--- config.mk ---
export PLATFORM = sky130hd
export DESIGN_NAME = quat_pulse_shaper
export DESIGN_NICKNAME = d
export VERILOG_FILES = /design/src/rtl/pshp_pkg.sv /design/src/rtl/pshp_phase.sv /design/src/rtl/pshp_symbols.sv /design/src/rtl/pshp_half.sv /design/src/rtl/quat_pulse_shaper.sv
export SDC_FILE = /design/constraint.sdc
export NUM_CORES = 1
export LEC_CHECK = 0
export ABC_AREA = 1
export CORE_MARGIN = 2
export CORE_UTILIZATION = 50
export CTS_CLUSTER_DIAMETER = 150
export DETAILED_ROUTE_END_ITERATION = 16
export GPL_ROUTABILITY_DRIVEN = 0
export PLACE_DENSITY = 0.7
export SLEW_MARGIN = 40
export SYNTH_ARGS = -nofsm -noshare
export SYNTH_HDL_FRONTEND = slang
export SYNTH_SLANG_ARGS = --single-unit
--- constraint.sdc ---
create_clock -name clk -period 7 [get_ports clk]
set_clock_uncertainty 0.2 [all_clocks]
set_input_delay 1.05 -clock clk [delete_from_list [all_inputs] [get_ports clk]]
set_output_delay 1.05 -clock clk [all_outputs]
set_load 0.03 [all_outputs]
--- src/rtl/pshp_pkg.sv ---
package pshp_pkg;

  typedef struct packed {
    logic neg;    // 1 = negative level
    logic outer;  // 1 = outer level (large table)
  } sym_t;

  // Target density at address i is floor((i+1)*amp/samples) out of 256.
  // The bit is the carry of the running sum across a multiple of 256.
  function automatic logic density_bit(int amp, int samples, int addr);
    int cum_now;
    int cum_old;
    cum_now = 0;
    cum_old = 0;
    for (int i = 0; i <= addr; i++) begin
      cum_old = cum_now;
      cum_now = cum_now + ((i + 1) * amp) / samples;
    end
    return ((cum_now / 256) - (cum_old / 256)) != 0;
  endfunction

  // Signed contribution of one pulse half: -1, 0 or +1.
  function automatic logic signed [1:0] half_value(logic tbl_bit, logic neg,
                                                   logic live);
    if (!live || !tbl_bit) return 2'sd0;
    return neg ? -2'sd1 : 2'sd1;
  endfunction

endpackage

--- src/rtl/pshp_phase.sv ---
module pshp_phase #(
  parameter int SAMPLES = 96,
  localparam int PW = $clog2(SAMPLES)
) (
  input  logic          clk,
  input  logic          rst_n,
  input  logic          smp_en,
  input  logic          baud_stb,
  output logic [PW-1:0] phase,
  output logic          boundary
);
  localparam logic [PW-1:0] LAST = PW'(SAMPLES - 1);

  assign boundary = smp_en && (baud_stb || phase == LAST);

  always_ff @(posedge clk or negedge rst_n) begin
    if (!rst_n)        phase <= '0;
    else if (boundary) phase <= '0;
    else if (smp_en)   phase <= phase + 1'b1;
  end
endmodule

--- src/rtl/pshp_symbols.sv ---
module pshp_symbols
  import pshp_pkg::*;
(
  input  logic       clk,
  input  logic       rst_n,
  input  logic       boundary,
  input  logic [1:0] dibit,
  output sym_t       cur_sym,
  output logic       cur_vld,
  output sym_t       prev_sym,
  output logic       prev_vld
);
  always_ff @(posedge clk or negedge rst_n) begin
    if (!rst_n) begin
      cur_sym  <= '0;
      cur_vld  <= 1'b0;
      prev_sym <= '0;
      prev_vld <= 1'b0;
    end else if (boundary) begin
      cur_sym  <= sym_t'(dibit);
      cur_vld  <= 1'b1;
      prev_sym <= cur_sym;
      prev_vld <= cur_vld;
    end
  end
endmodule

--- src/rtl/pshp_half.sv ---
module pshp_half
  import pshp_pkg::*;
#(
  parameter int SAMPLES = 96,
  parameter int AMP_OUTER = 240,
  parameter int AMP_INNER = 80,
  parameter bit MIRROR = 1'b0,
  localparam int PW = $clog2(SAMPLES)
) (
  input  logic [PW-1:0]      phase,
  input  sym_t               sym,
  input  logic               live,
  input  logic               tx_en,
  output logic signed [1:0]  contrib
);
  localparam logic [PW-1:0] LAST = PW'(SAMPLES - 1);

  logic [SAMPLES-1:0] tbl_outer;
  logic [SAMPLES-1:0] tbl_inner;

  for (genvar a = 0; a < SAMPLES; a++) begin : g_rom
    assign tbl_outer[a] = density_bit(AMP_OUTER, SAMPLES, a);
    assign tbl_inner[a] = density_bit(AMP_INNER, SAMPLES, a);
  end

  logic [PW-1:0] addr;
  logic          tbl_bit;

  if (MIRROR) begin : g_back
    assign addr = LAST - phase;
  end else begin : g_front
    assign addr = phase;
  end

  assign tbl_bit = sym.outer ? tbl_outer[addr] : tbl_inner[addr];
  assign contrib = half_value(tbl_bit, sym.neg, live && tx_en);
endmodule

--- src/rtl/quat_pulse_shaper.sv ---
module quat_pulse_shaper
  import pshp_pkg::*;
#(
  parameter int SAMPLES = 96,
  parameter int AMP_OUTER = 240,
  parameter int AMP_INNER = 80
) (
  input  logic       clk,
  input  logic       rst_n,
  input  logic       smp_en,
  input  logic       baud_stb,
  input  logic [1:0] dibit,
  input  logic       tx_en,
  output logic [2:0] pdm_code
);
  localparam int PW = $clog2(SAMPLES);

  logic [PW-1:0]     phase;
  logic              boundary;
  sym_t              cur_sym;
  sym_t              prev_sym;
  logic              cur_vld;
  logic              prev_vld;
  logic signed [1:0] front_c;
  logic signed [1:0] back_c;
  logic signed [2:0] sum_c;
  logic signed [2:0] code_q;

  pshp_phase #(.SAMPLES(SAMPLES)) u_phase (
    .clk(clk), .rst_n(rst_n), .smp_en(smp_en), .baud_stb(baud_stb),
    .phase(phase), .boundary(boundary)
  );

  pshp_symbols u_syms (
    .clk(clk), .rst_n(rst_n), .boundary(boundary), .dibit(dibit),
    .cur_sym(cur_sym), .cur_vld(cur_vld),
    .prev_sym(prev_sym), .prev_vld(prev_vld)
  );

  pshp_half #(.SAMPLES(SAMPLES), .AMP_OUTER(AMP_OUTER),
              .AMP_INNER(AMP_INNER), .MIRROR(1'b0)) u_front (
    .phase(phase), .sym(cur_sym), .live(cur_vld), .tx_en(tx_en),
    .contrib(front_c)
  );

  pshp_half #(.SAMPLES(SAMPLES), .AMP_OUTER(AMP_OUTER),
              .AMP_INNER(AMP_INNER), .MIRROR(1'b1)) u_back (
    .phase(phase), .sym(prev_sym), .live(prev_vld), .tx_en(tx_en),
    .contrib(back_c)
  );

  assign sum_c = {front_c[1], front_c} + {back_c[1], back_c};

  always_ff @(posedge clk or negedge rst_n) begin
    if (!rst_n)      code_q <= '0;
    else if (smp_en) code_q <= sum_c;
  end

  assign pdm_code = code_q;
endmodule

# Yosys cells after proc, flatten, opt, wreduce, memory -nomap -nowiden
# Memories as Yosys holds them, arrays and structs flattened.
# Cells that the tools add are included.
[op_classes]
n_addsub = 3
order_cmp = 2
n_eq_ne = 1
mux = 16
n_reduce_logical = 11
[op_table]
columns = ["operator", "count"]
rows = [
  ["$lt A7 B8 Y1 const B", 2],
  ["$mux W7", 2],
  ["$mux W2", 6],
  ["$mux W1", 8],
  ["$add A7 B1 Y7 const B", 1],
  ["$eq A7 B7 Y1 const B", 1],
  ["$sub A7 B7 Y7 const A", 1],
  ["$logic_not A1 Y1", 4],
  ["$add A2 B2 Y3", 1],
  ["$logic_and A1 B1 Y1", 3],
  ["$logic_or A1 B1 Y1", 3],
  ["$reduce_bool A2 Y1", 1],
]
[totals]
ff_bits = 16
romBits = 512
input_bits = 7
output_inout_bits = 3
memories = 4
[mem_list]
columns = ["memory", "depth", "width", "read_ports", "rd_clocked_by_memory_dff", "wr", "line", "rtl"]
rows = [
  ["(name not given)", 128, 1, 1, 0, 0, "pshp_half.sv:35", "assign tbl_bit = sym.outer ? tbl_outer[addr] : tbl_inner[addr];"],
  ["(name not given)", 128, 1, 1, 0, 0, "pshp_half.sv:35", ""],
  ["(name not given)", 128, 1, 1, 0, 0, "pshp_half.sv:35", ""],
  ["(name not given)", 128, 1, 1, 0, 0, "pshp_half.sv:35", ""],
]

# Logic depth before layout (Yosys ltp)
# Gate-level depths: netlist of run 1.
[logic_depth]
depth_word = 9
ltp_mapped = 16

# Cells and area by module
# Synthesis of run 1 repeated with hierarchy kept, for this count alone.
[hier_totals]
hier_cells = 256
area_unflattened_um2 = 1649.1
[modules_own_cells]
columns = ["mod", "n_inst", "cells_per_inst", "area_each_um2", "seq_area_each_um2"]
rows = [
  ["pshp_half at u_back", 1, 84, 444.2, 0.0],
  ["pshp_half at u_front", 1, 80, 406.6, 0.0],
  ["pshp_phase", 1, 49, 401.6, 175.2],
  ["pshp_symbols", 1, 23, 216.5, 150.1],
  ["quat_pulse_shaper", 1, 20, 180.2, 75.1],
]

# Worst setup path after synthesis of run 1
# No wires, ideal clock.
[synth_path]
kind = "reg2reg"
start = "register u_phase.phase[0]"
end = "register code_q[2], in the netlist pdm_code[2]"
setup_ps = 125
arrival_time_ps = 2256
setup_slack_ps = 4419
stages_incl_launch_ff = 14
period_less_slack_ps = 2581
cell_sequence = "dfrtp_1 inv_1 ha_1 nand3_1 nand2_1 o21ai_2 nand3_1 a21oi_1 nand2_1 inv_1 ha_1 inv_1 fa_1 mux2_2"
[synth_between]
elab_chain_len = 9
word_cells_on_any_way = 20
classes_between = "add/sub (2); mux (10); reduce/logical (4); memory (4)"
[synth_rtl]
columns = ["element", "line", "rtl"]
rows = [
  ["start: declaration", "pshp_phase.sv:9", "output logic [PW-1:0] phase,"],
  ["start signal: assignment", "pshp_phase.sv:19", "else if (smp_en) phase <= phase + 1'b1;"],
  ["$sub A7 B7 Y7", "pshp_half.sv:30", "assign addr = LAST - phase;"],
  ["$mem_v2 Z128 W1", "n/a", ""],
  ["$mux W1 (not written as such)", "pshp_half.sv:35", ""],
  ["$mux W1", "pshp_half.sv:35", ""],
  ["$logic_not A1 Y1", "pshp_pkg.sv:25", "if (!live || !tbl_bit) return 2'sd0;"],
  ["$logic_or A1 B1 Y1", "pshp_pkg.sv:25", ""],
  ["$mux W1", "pshp_pkg.sv:25", ""],
  ["$mux W2", "pshp_pkg.sv:26", "return neg ? -2'sd1 : 2'sd1;"],
  ["$add A2 B2 Y3 (*)", "quat_pulse_shaper.sv:52", "assign sum_c = {front_c[1], front_c} + {back_c[1], back_c};"],
  ["named net sum_c[2]", "quat_pulse_shaper.sv:26", "logic signed [2:0] sum_c;"],
  ["end signal: assignment", "quat_pulse_shaper.sv:56", "else if (smp_en) code_q <= sum_c;"],
  ["end: declaration", "quat_pulse_shaper.sv:27", "logic signed [2:0] code_q;"],
]
# Mark *: on every way through the listed nets, which the timed path passes. The rest lies on a longest branch. The select of a mux whose other input is x is not followed.
# A chain may end at the register's enable or synchronous reset.

# Worst setup path in the final report of run 1
[layout_path]
start = "register u_phase.phase[2]"
end = "register code_q[1], in the netlist pdm_code[1]"
[layout_between]
elab_chain_len = 9
word_cells_on_any_way = 20
classes_between = "add/sub (2); mux (10); reduce/logical (4); memory (4)"
[layout_rtl]
columns = ["element", "line"]
rows = [
  ["$sub A7 B7 Y7", "pshp_half.sv:30"],
  ["$mem_v2 Z128 W1", "n/a"],
  ["$mux W1 (not written as such)", "pshp_half.sv:35"],
  ["$mux W1", "pshp_half.sv:35"],
  ["$logic_not A1 Y1", "pshp_pkg.sv:25"],
  ["$logic_or A1 B1 Y1", "pshp_pkg.sv:25"],
  ["$mux W1", "pshp_pkg.sv:25"],
  ["$mux W2", "pshp_pkg.sv:26"],
  ["$add A2 B2 Y3 (*)", "quat_pulse_shaper.sv:52"],
]
# Mark *: on every way between the ends. The rest lies on a longest branch, timed or not. The select of a mux whose other input is x is not followed.

==> impl_summary.txt, run 1 <==
----------------------------------------------------
[Yosys]
  Post-Synth Adder-Cell Area ... 0.107
  Net Count, Synth ... 214
  Fraction of the mapped netlist area in simple logic gates ... 0.365
  Post-synthesis area per instance ... 6.94 um2
  Register bit total from synthesis ... 16
  Register area share after synthesis ... 0.294
  Top cells by area in the synthesized netlist ... dfrtp_1 (29%), nand2_1 (14%), ha_1 (9.2%)
  Dominant combinational cell family by area after synthesis ... simple AND/OR/NAND/NOR gates
  Cell count after synthesis ... 196
  Synthesized-area fraction occupied by ao, oa, aoi and oai cells ... 0.120
  Primary flip-flop cell chosen by synthesis mapping ... dfrtp_1
  Yosys top cell area share ... 0.294
  Distinct cell type count after synthesis ... 30
  Number of enable-type register cells in the synthesized netlist ... 0
  Asr flop ratio synth ... 1.00
  Cell Area, Synth ... 1360 um2
  Most common cell in the netlist ... nand2_1
  Synth cell count leaders ... nand2_1 (52), inv_1 (21), nand3_1 (20), nor2_1 (19), dfrtp_1 (16)
  Largest area contributor in the synthesized netlist ... dfrtp_1
  Xor-xnor portion of the synthesized cell area ... 0
  Mux cell area share after synthesis ... 0.0166
  Yosys synthesis warning count ... 0

[STA]
  # setup viols final ... 0
  Final min period ... 3.07 ns
  Hold_ws ... 0.285 ns
  Final-layout setup total negative slack ... 0 ns
  Top achievable clock speed ... 0.326 GHz
  Measured slew at the worst slew-check pin ... 0.643 ns
  Tcrit/Tclk final ... 0.438
  Setup repair after global routing missed its margin ... no
  Max_slew headroom ... 0.571
  Final number of max-transition violations ... 0
  Endpoints failing hold ... 0

[Layout]
  Layout Area Growth over Synthesis ... 8.56%
  Fill cell instance count of the final layout ... 239
  Post-layout instance area ... 1480 um2
  Fraction of the core area covered by cells at the end of the flow ... 0.585
  Number of antenna cells inserted ... 0
  Layout cells sized above 1 ... 0.108
  Final nets ... 222

[CTS]
  CTS HTree Levels ... 1
  TritonCTS clock tree ... built
  Clock edge transition at the registers on the reported setup and hold paths ... 0.09 ns
  Post-CTS sizing ... 0
  Clock buffers created by TritonCTS ... 3
  Clock sink count ... 16
  Number of buffers added for setup after CTS ... 0
  CTS root buffer ... clkbuf_4
  Number of buffers inserted by hold repair at cts ... 0
  Clock latency on the worst-skew pair ... 0.29 ns
  Buffers from clock root to sink, at most ... 2

[Job]
  Max-capacitance violation count ... 0

[Power and ir drop]
  Leakage power of the design ... 0.711 nW
  Max rail drop VDD ... 0.159 mV
  Power density cells ... 221 nW/um2

[GRT]
  Grt ovf ... 0
  Largest net degree at the start of global routing ... 20
  Antenna violations before repair ... 0
  Global-route wire length before repair ... 5.46 mm
  Vias in the first global route ... 1,197
  Total routing usage reported by global routing ... 0.217

[Routing]
  Routed via count ... 1,267
  Average vias per placed instance ... 5.44
  Remaining design rule violation count ... 0
  Drt pass-1 iters ... 4
  DR iter-0 viols ... 47
  Number of routed nets with antenna violations ... 0
  Detailed-route wire length ... 3.19 mm
  Final routed wire length divided by cell count ... 13.7 um

[Floorplanning]
  Die Area ... 3150 um2
  Die Ht ... 56.2 um
  Core outline area ... 2520 um2
  Die outline width ... 56.2 um
  Starting utilization of the core area ... 0.539
  Core Rows ... 18
  IO Pins ... 10

[Critical path]
  Most used cell along the critical path ... nand3_1
  Type of destination of the critical path ... flip-flop
  Largest stage delay on the critical path ... 0.74 ns
  Worst path arrival time ... 3.08 ns
  Required time reported for the critical path endpoint ... 7.01 ns
  Slowest stage cell, crit path ... dfrtp_1
  Crit start category ... flip-flop
  Startpoint-to-endpoint class of the critical path ... flip-flop to flip-flop
  Series of cell instances along the critical path ... inv_2 > ha_1 > nor2_1 > nor2_1 > nand3_1 > nand2_1 > o21ai_0 > nand3_1 > nand3_1 > inv_1 > ha_1 > inv_1 > fa_1 > a21oi_1
  Worst path buffer plus inverter count ... 3
  Critical path's top delay family ... adder cells
  Maximum fanout count along the critical path ... 16

[Placement]
  Number of buffer cells added on primary ports ... 9
  Post-detailed-placement half-perimeter wirelength ... 2.49 mm
  Placed Area ... 1450 um2

[Hold path]
  Class of the most critical hold timing path ... flip-flop to flip-flop

[Outcome]
  Status ... finished, final reports clean

----------------------------------------------------
sequential cells by signal (all words and copies together), names as in the netlist:
register         flops
pdm_code             3
u_syms.cur_vld       1
u_syms.cur_sym       2
u_phase.phase        7
u_syms.prev_vld      1
u_syms.prev_sym      2
layout by cell type, fill, tap and decap left out, types with 2 or more instances in the layout:
master           netlist  routed
o21ai_1                3       3
inv_1                 21      21
nor2_2                 2       2
dfrtp_1               16      16
ha_1                  10      10
mux2_2                 2       2
nand2_1               52      52
nand2_2                4       4
nand3_2                2       2
clkdlybuf4s50_1        0       8
o21ai_0               13      13
clkbuf_4               0       3
nand3_1               20      20
a21oi_1               10      10
inv_2                  3       3
nor2_1                19      19
nor2_4                 2       2
metrics by stage:
stage / setup slack (ns) / power (mW) / std cells
after floorplan: 4.42 / 0.228 / 196
after global placement: 4.01 / 0.263 / 229
after detailed placement: 3.97 / 0.266 / 229
after CTS: 3.96 / 0.326 / 233
after global routing: 3.68 / 0.353 / 233
final: 3.93 / 0.326 / 233
report_power, final:
group | internal (mW) | switching (mW)
Combinational | 0.0525 | 0.0887
Clock | 0.0317 | 0.0287
Sequential | 0.105 | 0.0202
per-layer routing:
metal / global-route usage / vias to the layer above / wire, um
met1: 0.317 / 566 / 1480
met4: 0.0102 / 0 / 0
li1: - / 644 / -
met5: 0 / - / 0
met2: 0.343 / 57 / 1460
met3: 0.0535 / 0 / 243
final timing paths:
path,from,endpoint,slack [ns],cells after the start
setup / recovery,u_phase.phase[2],pdm_code[1],3.93,14
hold / removal,u_syms.cur_sym[1],u_syms.prev_sym[1],0.29,2
setup reg to reg,u_phase.phase[2],pdm_code[1],3.93,14
hold reg to reg,u_syms.cur_sym[1],u_syms.prev_sym[1],0.29,2
max in group asynchronous,rst_n,u_phase.phase[1],5.89,1
min in group asynchronous,rst_n,u_phase.phase[4],0.45,1
worst min-delay path, stage by stage (launching register included):
cell,delay (ns)
dfrtp_1,0.35
nand2_1,0.05
o21ai_0,0.06
area by class of cell:
| cell class | instances | area [um2] | share of cell area |
|---|---|---|---|
| flip-flops and latches | 16 | 400 | 0.271 |
| multi-input cells | 150 | 827 | 0.560 |
| repair buffers | 9 | 85.1 | 0.0576 |
| inverters | 24 | 90.1 | 0.0610 |
| clock buffers | 4 | 36.3 | 0.0246 |
| well taps | 30 | 37.5 | 0.0254 |
cell families (layout without fill, tap and decap cells):
kind of cell	count (synthesis)	after routing
flops	16	16
fa+ha+maj	11	11
compound gates	30	30
mux	2	2
buf+inv	30	37
simple gates	107	107
(Power assumes the default switching activity.)
==> run 2, diff against run 1 <==
--- a/config.mk
+++ b/config.mk
@@ -11,7 +11,7 @@
 export CTS_CLUSTER_DIAMETER = 150
 export DETAILED_ROUTE_END_ITERATION = 16
 export GPL_ROUTABILITY_DRIVEN = 0
-export PLACE_DENSITY = 0.7
+export PLACE_DENSITY = 0.72
 export SLEW_MARGIN = 40
 export SYNTH_ARGS = -nofsm -noshare
 export SYNTH_HDL_FRONTEND = slang
==> constraint.sdc (replaced) <==
create_clock -name clk -period 2.7 [get_ports clk]
set_clock_uncertainty 0.2 [all_clocks]
set_input_delay 0.405 -clock clk [delete_from_list [all_inputs] [get_ports clk]]
set_output_delay 0.405 -clock clk [all_outputs]
set_load 0.03 [all_outputs]
==> impl_summary.txt, run 2 (synthesized netlist as in run 1, its figures left out) <==
----------------------------------------------------
[Floorplanning]
  Core Rows ... 18 (unchanged)
  Die Ht ... 56.2 um (unchanged)
  Core outline area ... 2520 um2 (unchanged)
  Starting utilization of the core area ... 0.539 (unchanged)
  Die Area ... 3150 um2 (unchanged)
  IO Pins ... 10 (unchanged)
  Die outline width ... 56.2 um (unchanged)

[Routing]
  DR iter-0 viols ... 66 (+40%)
  Drt pass-1 iters ... 5 (+1)
  Final routed wire length divided by cell count ... 14.0 um (+2.4%)
  Detailed-route wire length ... 3.53 mm (+11%)
  Routed via count ... 1,395 (+10%)
  Average vias per placed instance ... 5.54 (+1.8%)
  Number of routed nets with antenna violations ... 0 (unchanged)
  Remaining design rule violation count ... 0 (unchanged)

[GRT]
  Vias in the first global route ... 1,251 (+4.5%)
  Antenna violations before repair ... 0 (unchanged)
  Total routing usage reported by global routing ... 0.218 (+0.000441)
  Grt ovf ... 0 (unchanged)
  Largest net degree at the start of global routing ... 17 (-15%)
  Global-route wire length before repair ... 5.44 mm (-0.37%)

[Layout]
  Layout cells sized above 1 ... 0.284 (+0.175)
  Register bank with the most flops ... u_phase.phase
  Fraction of the core area covered by cells at the end of the flow ... 0.688 (+0.103)
  Most common cell after layout, fill and taps aside ... nand2_1
  Number of antenna cells inserted ... 0 (unchanged)
  Commonest cells after routing, fill and taps aside ... nand2_1 (49), inv_1 (19), nor2_1 (17)
  Count of placed standard cells in the final layout, fillers left out ... 252 (+8.2%)
  Final nets ... 241 (+8.6%)
  Post-layout instance area ... 1740 um2 (+18%)
  Max reg flops ... 7 (unchanged)
  Layout Area Growth over Synthesis ... 27.7%

[STA]
  Setup repair after global routing missed its margin ... yes
  Final-layout setup total negative slack ... 0 ns (unchanged)
  # setup viols final ... 0 (unchanged)
  Hold_ws ... 0.302 ns (+0.0169 ns)
  Top achievable clock speed ... 0.384 GHz (+18%)
  Final number of max-transition violations ... 0 (unchanged)
  Max_slew headroom ... 0.754 (+0.183)
  Endpoints failing hold ... 0 (unchanged)
  Slack of the critical path ... 0.0932 ns (-3.84 ns)
  Tcrit/Tclk final ... 0.965 (+0.527)
  Final min period ... 2.61 ns (-0.462 ns)
  Measured slew at the worst slew-check pin ... 0.368 ns (-0.276 ns)

[Critical path]
  Crit start category ... flip-flop
  Slowest stage cell, crit path ... dfrtp_2
  Series of cell instances along the critical path ... ha_2 > buf_4 > nand3b_1 > nand2_1 > o21ai_1 > nand2_1 > nand2_1 > nand2_1 > nand2_1 > nand2_2 > inv_1 > ha_1 > inv_1 > fa_1 > mux2_2
  Startpoint-to-endpoint class of the critical path ... flip-flop to flip-flop
  Largest stage delay on the critical path ... 0.44 ns (-0.30 ns)
  Type of destination of the critical path ... flip-flop
  Most used cell along the critical path ... nand2_1
  Maximum fanout count along the critical path ... 4 (-12)
  Worst path arrival time ... 2.58 ns (-0.50 ns)
  Required time reported for the critical path endpoint ... 2.67 ns (-4.34 ns)

[Job]
  Max-capacitance violation count ... 0 (unchanged)

[CTS]
  Clock latency on the worst-skew pair ... 0.28 ns (about the same)
  Clock buffers created by TritonCTS ... 3 (unchanged)
  TritonCTS clock tree ... built
  Buffers from clock root to sink, at most ... 2 (unchanged)
  Clock sink count ... 16 (unchanged)
  CTS root buffer ... clkbuf_4
  Clock edge transition at the registers on the reported setup and hold paths ... 0.09 ns (about the same)
  CTS HTree Levels ... 1 (unchanged)

[Power and ir drop]
  Power density cells ... 568 nW/um2 (+160%)
  Leakage power of the design ... 0.808 nW (+14%)
  Overall power ... 0.986 mW (+200%)
  Max rail drop VDD ... 0.435 mV (+170%)

[Placement]
  Placed Area ... 1540 um2 (+6.2%)
  Place WS ... -0.0316 ns (-4.00 ns)
  Post-detailed-placement half-perimeter wirelength ... 2.55 mm (+2.4%)
  Total placed cells including tap cells ... 241 (+5.2%)
  Number of buffer cells added on primary ports ... 9 (unchanged)

[Outcome]
  Status ... finished, final reports clean

[Hold path]
  Class of the most critical hold timing path ... flip-flop to flip-flop

----------------------------------------------------
## run 2: cell count changes in the layout (fill, tap and decap cells not counted), moves of 3 or more
cell and delta:
o21ai_0 -4, a21oi_2 +3, a21oi_1 -3, ha_1 -6, buf_4 +16, dfrtp_2 +3, ha_4 +4, o21ai_1 +4
dfrtp_1 -3, nand2_1 -3, nand2_2 +3, nand3_1 -4, nand3_2 +4
## run 2: path summary, 6_finish.rpt
kind	startpoint	end	cells past startpoint	slack, ns
setup / recovery	u_phase.phase[1]	pdm_code[2]	15	0.09
hold / removal	u_syms.cur_sym[0]	u_syms.prev_sym[0]	2	0.30
setup reg to reg	u_phase.phase[1]	pdm_code[2]	15	0.09
hold reg to reg	u_syms.cur_sym[0]	u_syms.prev_sym[0]	2	0.30
max in group asynchronous	rst_n	u_phase.phase[0]	2	1.65
min in group asynchronous	rst_n	u_phase.phase[4]	2	0.36
## run 2: per-layer routing
| layer | track usage | wire, um | up-vias |
|---|---|---|---|
| met1 | 0.296 | 1480 | 632 |
| met5 | 0 | 0 | - |
| met4 | 0.0510 | 65 | 0 |
| met2 | 0.346 | 1760 | 62 |
| li1 | - | - | 691 |
| met3 | 0.0558 | 224 | 10 |
## run 2: critical path, delay by kind of cell, from the launching register on
| family | cells | cell delay, ns |
|---|---|---|
| AO/OA/AOI/OAI | 1 | 0.14 |
| adder cells (fa/ha/maj) | 3 | 0.69 |
| buffers and inverters | 3 | 0.24 |
| flip-flops | 1 | 0.44 |
| multiplexers | 1 | 0.27 |
| AND/OR/NAND/NOR | 7 | 0.52 |
## run 2: what timing repair did
item / CTS / global route
hold buffers: 0 / 1
gates resized for setup: 0 / 35
setup endpoints to repair: 2 / 3
pin swaps: 0 / 7
hold endpoints to repair: 0 / 16
setup buffers: 2 / 4
## run 2: cell type report
class	instances	area, um2
tap	30	37.5
sequential	16	404
multi-input combinational	150	926
inverter	24	95.1
timing repair buffer	28	238
fill	227	786
clock buffer	4	36.3
## run 2: power by group
part,internal (mW),switching (mW),leakage (nW),total (mW)
clock network,0.0820,0.0752,0.0210,0.157
registers,0.273,0.0292,0.198,0.303
logic,0.230,0.296,0.589,0.526
